===== src/rtl/vl_arb_pkg.sv =====
package vl_arb_pkg;

    // Occupancy of the open-packet set
    typedef enum logic [1:0] {
        ST_IDLE   = 2'd0,
        ST_OPEN   = 2'd1,
        ST_NESTED = 2'd2
    } open_state_e;

endpackage


===== src/rtl/vl_prio_pick.sv =====
module vl_prio_pick #(
    parameter int NUM_LANES = 4,
    localparam int LANE_W = (NUM_LANES > 1) ? $clog2(NUM_LANES) : 1
) (
    input  logic [NUM_LANES-1:0] req,
    output logic                 found,
    output logic [LANE_W-1:0]    idx
);

    // Highest set index wins
    always_comb begin
        found = 1'b0;
        idx   = '0;
        for (int i = NUM_LANES - 1; i >= 0; i--) begin
            if (req[i] && !found) begin
                found = 1'b1;
                idx   = LANE_W'(i);
            end
        end
    end

endmodule


===== src/rtl/vl_open_tracker.sv =====
module vl_open_tracker
    import vl_arb_pkg::*;
#(
    parameter int NUM_LANES = 4
) (
    input  logic                 clk,
    input  logic                 rst_n,
    input  logic [NUM_LANES-1:0] pop_vec,
    input  logic [NUM_LANES-1:0] sop_vec,
    input  logic [NUM_LANES-1:0] eop_vec,
    output logic [NUM_LANES-1:0] open_vec,
    output open_state_e          state
);

    logic [NUM_LANES-1:0] open_nx;
    open_state_e          state_nx;
    int                   open_cnt_nx;

    // Next open set: an end closes, a start without end opens
    always_comb begin
        open_nx = open_vec;
        for (int i = 0; i < NUM_LANES; i++) begin
            if (pop_vec[i]) begin
                if (eop_vec[i]) begin
                    open_nx[i] = 1'b0;
                end else if (sop_vec[i]) begin
                    open_nx[i] = 1'b1;
                end
            end
        end
        open_cnt_nx = $countones(open_nx);
    end

    // Transitions
    always_comb begin
        state_nx = state;
        unique case (state)
            ST_IDLE: begin
                if (open_cnt_nx != 0) state_nx = ST_OPEN;         // T_START
            end
            ST_OPEN: begin
                if (open_cnt_nx == 0)      state_nx = ST_IDLE;    // T_FINISH
                else if (open_cnt_nx > 1)  state_nx = ST_NESTED;  // T_PREEMPT
            end
            ST_NESTED: begin
                if (open_cnt_nx <= 1)      state_nx = ST_OPEN;    // T_UNWIND
            end
            default: state_nx = ST_IDLE;
        endcase
    end

    // State register
    always_ff @(posedge clk or negedge rst_n) begin
        if (!rst_n) begin
            state    <= ST_IDLE;
            open_vec <= '0;
        end else begin
            state    <= state_nx;
            open_vec <= open_nx;
        end
    end

    // a single pop per cycle
    a_r10_one_pop: assert property (@(posedge clk) disable iff (!rst_n)
        $onehot0(pop_vec));

    // a complete single-flit packet leaves the open count unchanged
    a_r9_single_flit_closed: assert property (@(posedge clk) disable iff (!rst_n)
        (|(pop_vec & sop_vec & eop_vec & ~open_vec))
        |=> ($countones(open_vec) == $past($countones(open_vec))));

    // the nested state means at least two packets are open
    a_r7_nested_count: assert property (@(posedge clk) disable iff (!rst_n)
        (state == ST_NESTED) |-> ($countones(open_vec) >= 2));

endmodule


===== src/rtl/vl_preempt_arb.sv =====
module vl_preempt_arb
    import vl_arb_pkg::*;
#(
    parameter int NUM_LANES = 4,
    parameter int FLIT_W    = 16,
    localparam int LANE_W = (NUM_LANES > 1) ? $clog2(NUM_LANES) : 1
) (
    input  logic                          clk,
    input  logic                          rst_n,
    input  logic [NUM_LANES-1:0]          in_valid,
    input  logic [NUM_LANES-1:0]          in_sop,
    input  logic [NUM_LANES-1:0]          in_eop,
    input  logic [NUM_LANES*FLIT_W-1:0]   in_data,
    output logic [NUM_LANES-1:0]          in_ready,
    output logic                          out_valid,
    output logic                          out_sop,
    output logic                          out_eop,
    output logic [LANE_W-1:0]             out_lane,
    output logic [FLIT_W-1:0]             out_data
);

    logic [NUM_LANES-1:0] open_vec;
    open_state_e          ostate;
    logic                 owner_found;
    logic [LANE_W-1:0]    owner_idx;
    logic [NUM_LANES-1:0] above_owner;
    logic [NUM_LANES-1:0] start_req;
    logic                 start_found;
    logic [LANE_W-1:0]    start_idx;
    logic                 pick_any;
    logic [LANE_W-1:0]    sel_idx;

    // Active packet: the highest open lane
    vl_prio_pick #(.NUM_LANES(NUM_LANES)) u_owner (
        .req   (open_vec),
        .found (owner_found),
        .idx   (owner_idx)
    );

    // Lanes ranking above the active packet
    for (genvar g = 0; g < NUM_LANES; g++) begin : g_above
        assign above_owner[g] = !owner_found || (LANE_W'(g) > owner_idx);
    end

    assign start_req = in_valid & in_sop & ~open_vec & above_owner;

    vl_prio_pick #(.NUM_LANES(NUM_LANES)) u_start (
        .req   (start_req),
        .found (start_found),
        .idx   (start_idx)
    );

    // Selection: a qualifying start preempts, else the active packet continues
    always_comb begin
        pick_any = 1'b0;
        sel_idx  = start_idx;
        if (!rst_n) begin
            pick_any = 1'b0;
        end else if (start_found) begin
            pick_any = 1'b1;
        end else if ((ostate != ST_IDLE) && in_valid[owner_idx]) begin
            pick_any = 1'b1;
            sel_idx  = owner_idx;
        end
        in_ready = pick_any ? (NUM_LANES'(1) << sel_idx) : '0;
    end

    vl_open_tracker #(.NUM_LANES(NUM_LANES)) u_track (
        .clk      (clk),
        .rst_n    (rst_n),
        .pop_vec  (in_ready),
        .sop_vec  (in_sop),
        .eop_vec  (in_eop),
        .open_vec (open_vec),
        .state    (ostate)
    );

    // Output register
    always_ff @(posedge clk or negedge rst_n) begin
        if (!rst_n) begin
            out_valid <= 1'b0;
            out_sop   <= 1'b0;
            out_eop   <= 1'b0;
            out_lane  <= '0;
            out_data  <= '0;
        end else begin
            out_valid <= pick_any;
            if (pick_any) begin
                out_sop  <= in_sop[sel_idx];
                out_eop  <= in_eop[sel_idx];
                out_lane <= sel_idx;
                out_data <= in_data[sel_idx*FLIT_W +: FLIT_W];
            end
        end
    end

    // output follows a pop by one cycle
    a_r2_out_follows_pop: assert property (@(posedge clk) disable iff (!rst_n)
        (|in_ready) |=> out_valid);

    a_r2_no_pop_no_out: assert property (@(posedge clk) disable iff (!rst_n)
        (in_ready == '0) |=> !out_valid);

    // a new packet only starts above every open lane
    a_r5_start_above_open: assert property (@(posedge clk) disable iff (!rst_n)
        (pick_any && in_sop[sel_idx] && !open_vec[sel_idx])
        |-> ((open_vec >> sel_idx) == '0));

    // a continuation flit comes from the highest open lane
    a_r6_continue_top: assert property (@(posedge clk) disable iff (!rst_n)
        (pick_any && open_vec[sel_idx])
        |-> ((open_vec >> sel_idx) == NUM_LANES'(1)));

endmodule


===== config.mk =====
export PLATFORM = sky130hd
export DESIGN_NAME = vl_preempt_arb
export DESIGN_NICKNAME = d
export VERILOG_FILES = /design/src/rtl/vl_arb_pkg.sv /design/src/rtl/vl_prio_pick.sv /design/src/rtl/vl_open_tracker.sv /design/src/rtl/vl_preempt_arb.sv
export SDC_FILE = /design/constraint.sdc
export NUM_CORES = 1
export LEC_CHECK = 0
export ABC_AREA = 1
export BUFFER_PORTS_ARGS = -buffer_cell sky130_fd_sc_hd__buf_2
export CAP_MARGIN = 20
export CELL_PAD_IN_SITES_DETAIL_PLACEMENT = 0
export CELL_PAD_IN_SITES_GLOBAL_PLACEMENT = 1
export CORE_ASPECT_RATIO = 0.9
export CORE_UTILIZATION = 34
export CTS_BUF_LIST = sky130_fd_sc_hd__clkbuf_8
export DETAILED_ROUTE_END_ITERATION = 6
export PLACE_DENSITY_LB_ADDON = 0.1
export RECOVER_POWER = 100
export SETUP_SLACK_MARGIN = 0.3
export SLEW_MARGIN = 10
export SYNTH_ARGS = -nofsm -noshare
export SYNTH_HDL_FRONTEND = slang
export SYNTH_SLANG_ARGS = --single-unit

===== constraint.sdc =====
create_clock -name clk -period 7.6 [get_ports clk]
set_input_delay 1.9 -clock clk [delete_from_list [all_inputs] [get_ports clk]]
set_output_delay 1.9 -clock clk [all_outputs]
set_load 0.01 [all_outputs]

==> impl_metrics.json <==
{
  "drive_gt1_frac": 0.262,
  "dieArea_sq_mm": 0.00626,
  "grt.overflow.total": 0,
  "grt_antenna_before_repair": 0,
  "routed_wl_um": 6650,
  "netlist_top_cells_area": "dfrtp_1 33%, nand3_1 27%, nand2_1 14%, buf_2 2.7%, inv_1 2.6%",
  "synth_cell_types": 26,
  "cellPowerDensity_mw_per_mm2": 345,
  "worstSetupStartpointType": "input port",
  "cts_hold_buf": 0,
  "wl_per_cell_um": 14.7,
  "dp_hpwl_um": 4660,
  "setup_ws_ns": 1.19,
  "slew_violations": 0,
  "cts_resized": 0,
  "netlist_area_sq_mm": 0.00202,
  "htree_levels": 1,
  "antenna_cells": 0,
  "grt_pass1_vias": 2180,
  "rows": 26,
  "finalCritPeriodShare": 0.844,
  "clockBufferDepth": 2,
  "root_buffer": "clkbuf_8",
  "drt-pass1-iter-count": 4,
  "yosys.area.top_type_share": 0.334,
  "cts_buffers": 3,
  "final_cell_mix": "114 x nand3_1, 78 x buf_2, 77 x nand2_1, 27 x dfrtp_1, 24 x clkbuf_1",
  "synth_cells": 293,
  "arrival_ns": 4.51,
  "syn-num-nets": 375,
  "cp-end-kind": "output port",
  "ys_seq_area_frac": 0.334,
  "holdWs_ns": 0.491,
  "via_per_inst": 5.11,
  "clk_pin_slew_ns": 0.10,
  "status": "complete, no violations",
  "vias": 2309,
  "post-place-ws_ns": 1.60,
  "ys.warnings.count": 0,
  "yosysTopAreaCell": "dfrtp_1",
  "stdcell_area_sq_mm": 0.00252,
  "finalSetupViolCount": 0,
  "path_max_fanout": 37,
  "path_class": "input port to output port",
  "ioPinCount": 103,
  "fin_worst_skew_ns": 0.00179,
  "groute.usage.overall": 0.215,
  "start_util": 0.355,
  "ys_seq_elements": 27,
  "portBuffers": 102,
  "power_uw": 869,
  "drv_cap": 0,
  "clock_sinks": 27,
  "slew_headroom": 0.407,
  "placed_cell_area_sq_mm": 0.00253,
  "p_leak_nw": 1.35,
  "finalNonFillerCells": 452,
  "drt_iter0_drc": 163,
  "syn2layout_area_growth_pct": 24.7,
  "die_w_um": 83.3,
  "die_h_um": 75.2,
  "drc": 0,
  "finalSetupTns_ns": 0,
  "min_period_ns": 6.41,
  "drtAntennaViolNets": 0,
  "dpl.cell_count": 448,
  "final_common_cell": "nand3_1",
  "rsz0062_at_grt": "no",
  "min_delay_path_depth": 2,
  "max_freq_mhz": 156,
  "nets": 465,
  "post_cts_buffers": 0,
  "ir_drop_mv": 0.175,
  "r2r_cells": 17,
  "gp_congestion": 0.810,
  "hold_class": "flip-flop to flip-flop",
  "coreArea_sq_mm": 0.00569,
  "tightest_slew_ns": 0.887,
  "grt_pass1_wl_um": 10700,
  "synth.avg_cell_area_sq_um": 6.90,
  "insertion_delay_ns": 0.27,
  "grt_max_degree": 39,
  "cts_tree": "done",
  "cp.required_ns": 5.70,
  "utilization": 0.443,
  "hold_violations": 0
}
-- sequential cells by signal, summed over array words and instances (netlist names) --
register / cells
out_data: 16
out_eop: 1
out_lane: 2
out_sop: 1
out_valid: 1
u_track.open_vec: 4
u_track.state: 2
-- power by group --
group | total [mW] | leakage, nW | internal [mW] | switching (mW)
Clock | 0.0845 | 0.0255 | 0.0368 | 0.0477
Sequential | 0.259 | 0.333 | 0.212 | 0.0470
Combinational | 0.526 | 0.991 | 0.185 | 0.341
-- final timing paths --
check	start	endpoint	slack, ns
setup reg to reg	u_track.open_vec[2]$_DFF_PN0_	u_track.state[0]$_DFFE_PN0P_	3.09
min in group asynchronous	rst_n	u_track.state[1]$_DFFE_PN0P_	1.64
hold / removal	out_data[3]$_DFFE_PN0P_	out_data[3]$_DFFE_PN0P_	0.49
hold reg to reg	out_data[3]$_DFFE_PN0P_	out_data[3]$_DFFE_PN0P_	0.49
max in group asynchronous	rst_n	out_lane[1]$_DFFE_PN0P_	5.53
setup / recovery	rst_n	in_ready[0]	1.19
-- cell usage after synthesis (all sizes together) --
cell,number
inv,17
dfrtp,27
mux2,1
clkbuf,3
o21bai,1
nand2,80
fa,1
nand4,1
nand3,117
ha,3
nor2,17
a21oi,3
buf,16
o21ai,6
-- layout make-up --
class,instances,area (sq um)
sequential,27,676
clock inverter,1,5.00
clock buffer,3,41.3
tap,70,87.6
fill,625,3170
multi-input combinational,230,1150
timing repair buffer,104,495
inverter,17,63.8
-- per-layer routing --
metal	vias to the layer above	routed length (um)	global-route usage
met5	-	0	0
met4	0	27	0.0364
met3	2	529	0.0537
met2	104	3060	0.339
met1	1044	3030	0.304
li1	1159	-	-
-- logic make-up after synthesis --
kind of cell             share of synthesized area
AO/OA/AOI/OAI                               0.0334
flip-flops                                   0.334
buffers and inverters                       0.0848
AND/OR/NAND/NOR                              0.514
multiplexers                               0.00557
adder cells (fa/ha/maj)                     0.0285
-- worst max-delay path, cell delays in order --
cell	delay (ns)
buf_2	0.51
inv_1	0.16
nor2_4	0.20
nand3_4	0.37
nand2_1	0.83
inv_1	0.15
nand3_1	0.18
inv_1	0.06
clkbuf_1	0.12
No activity file was read; power rests on OpenSTA's default activity.
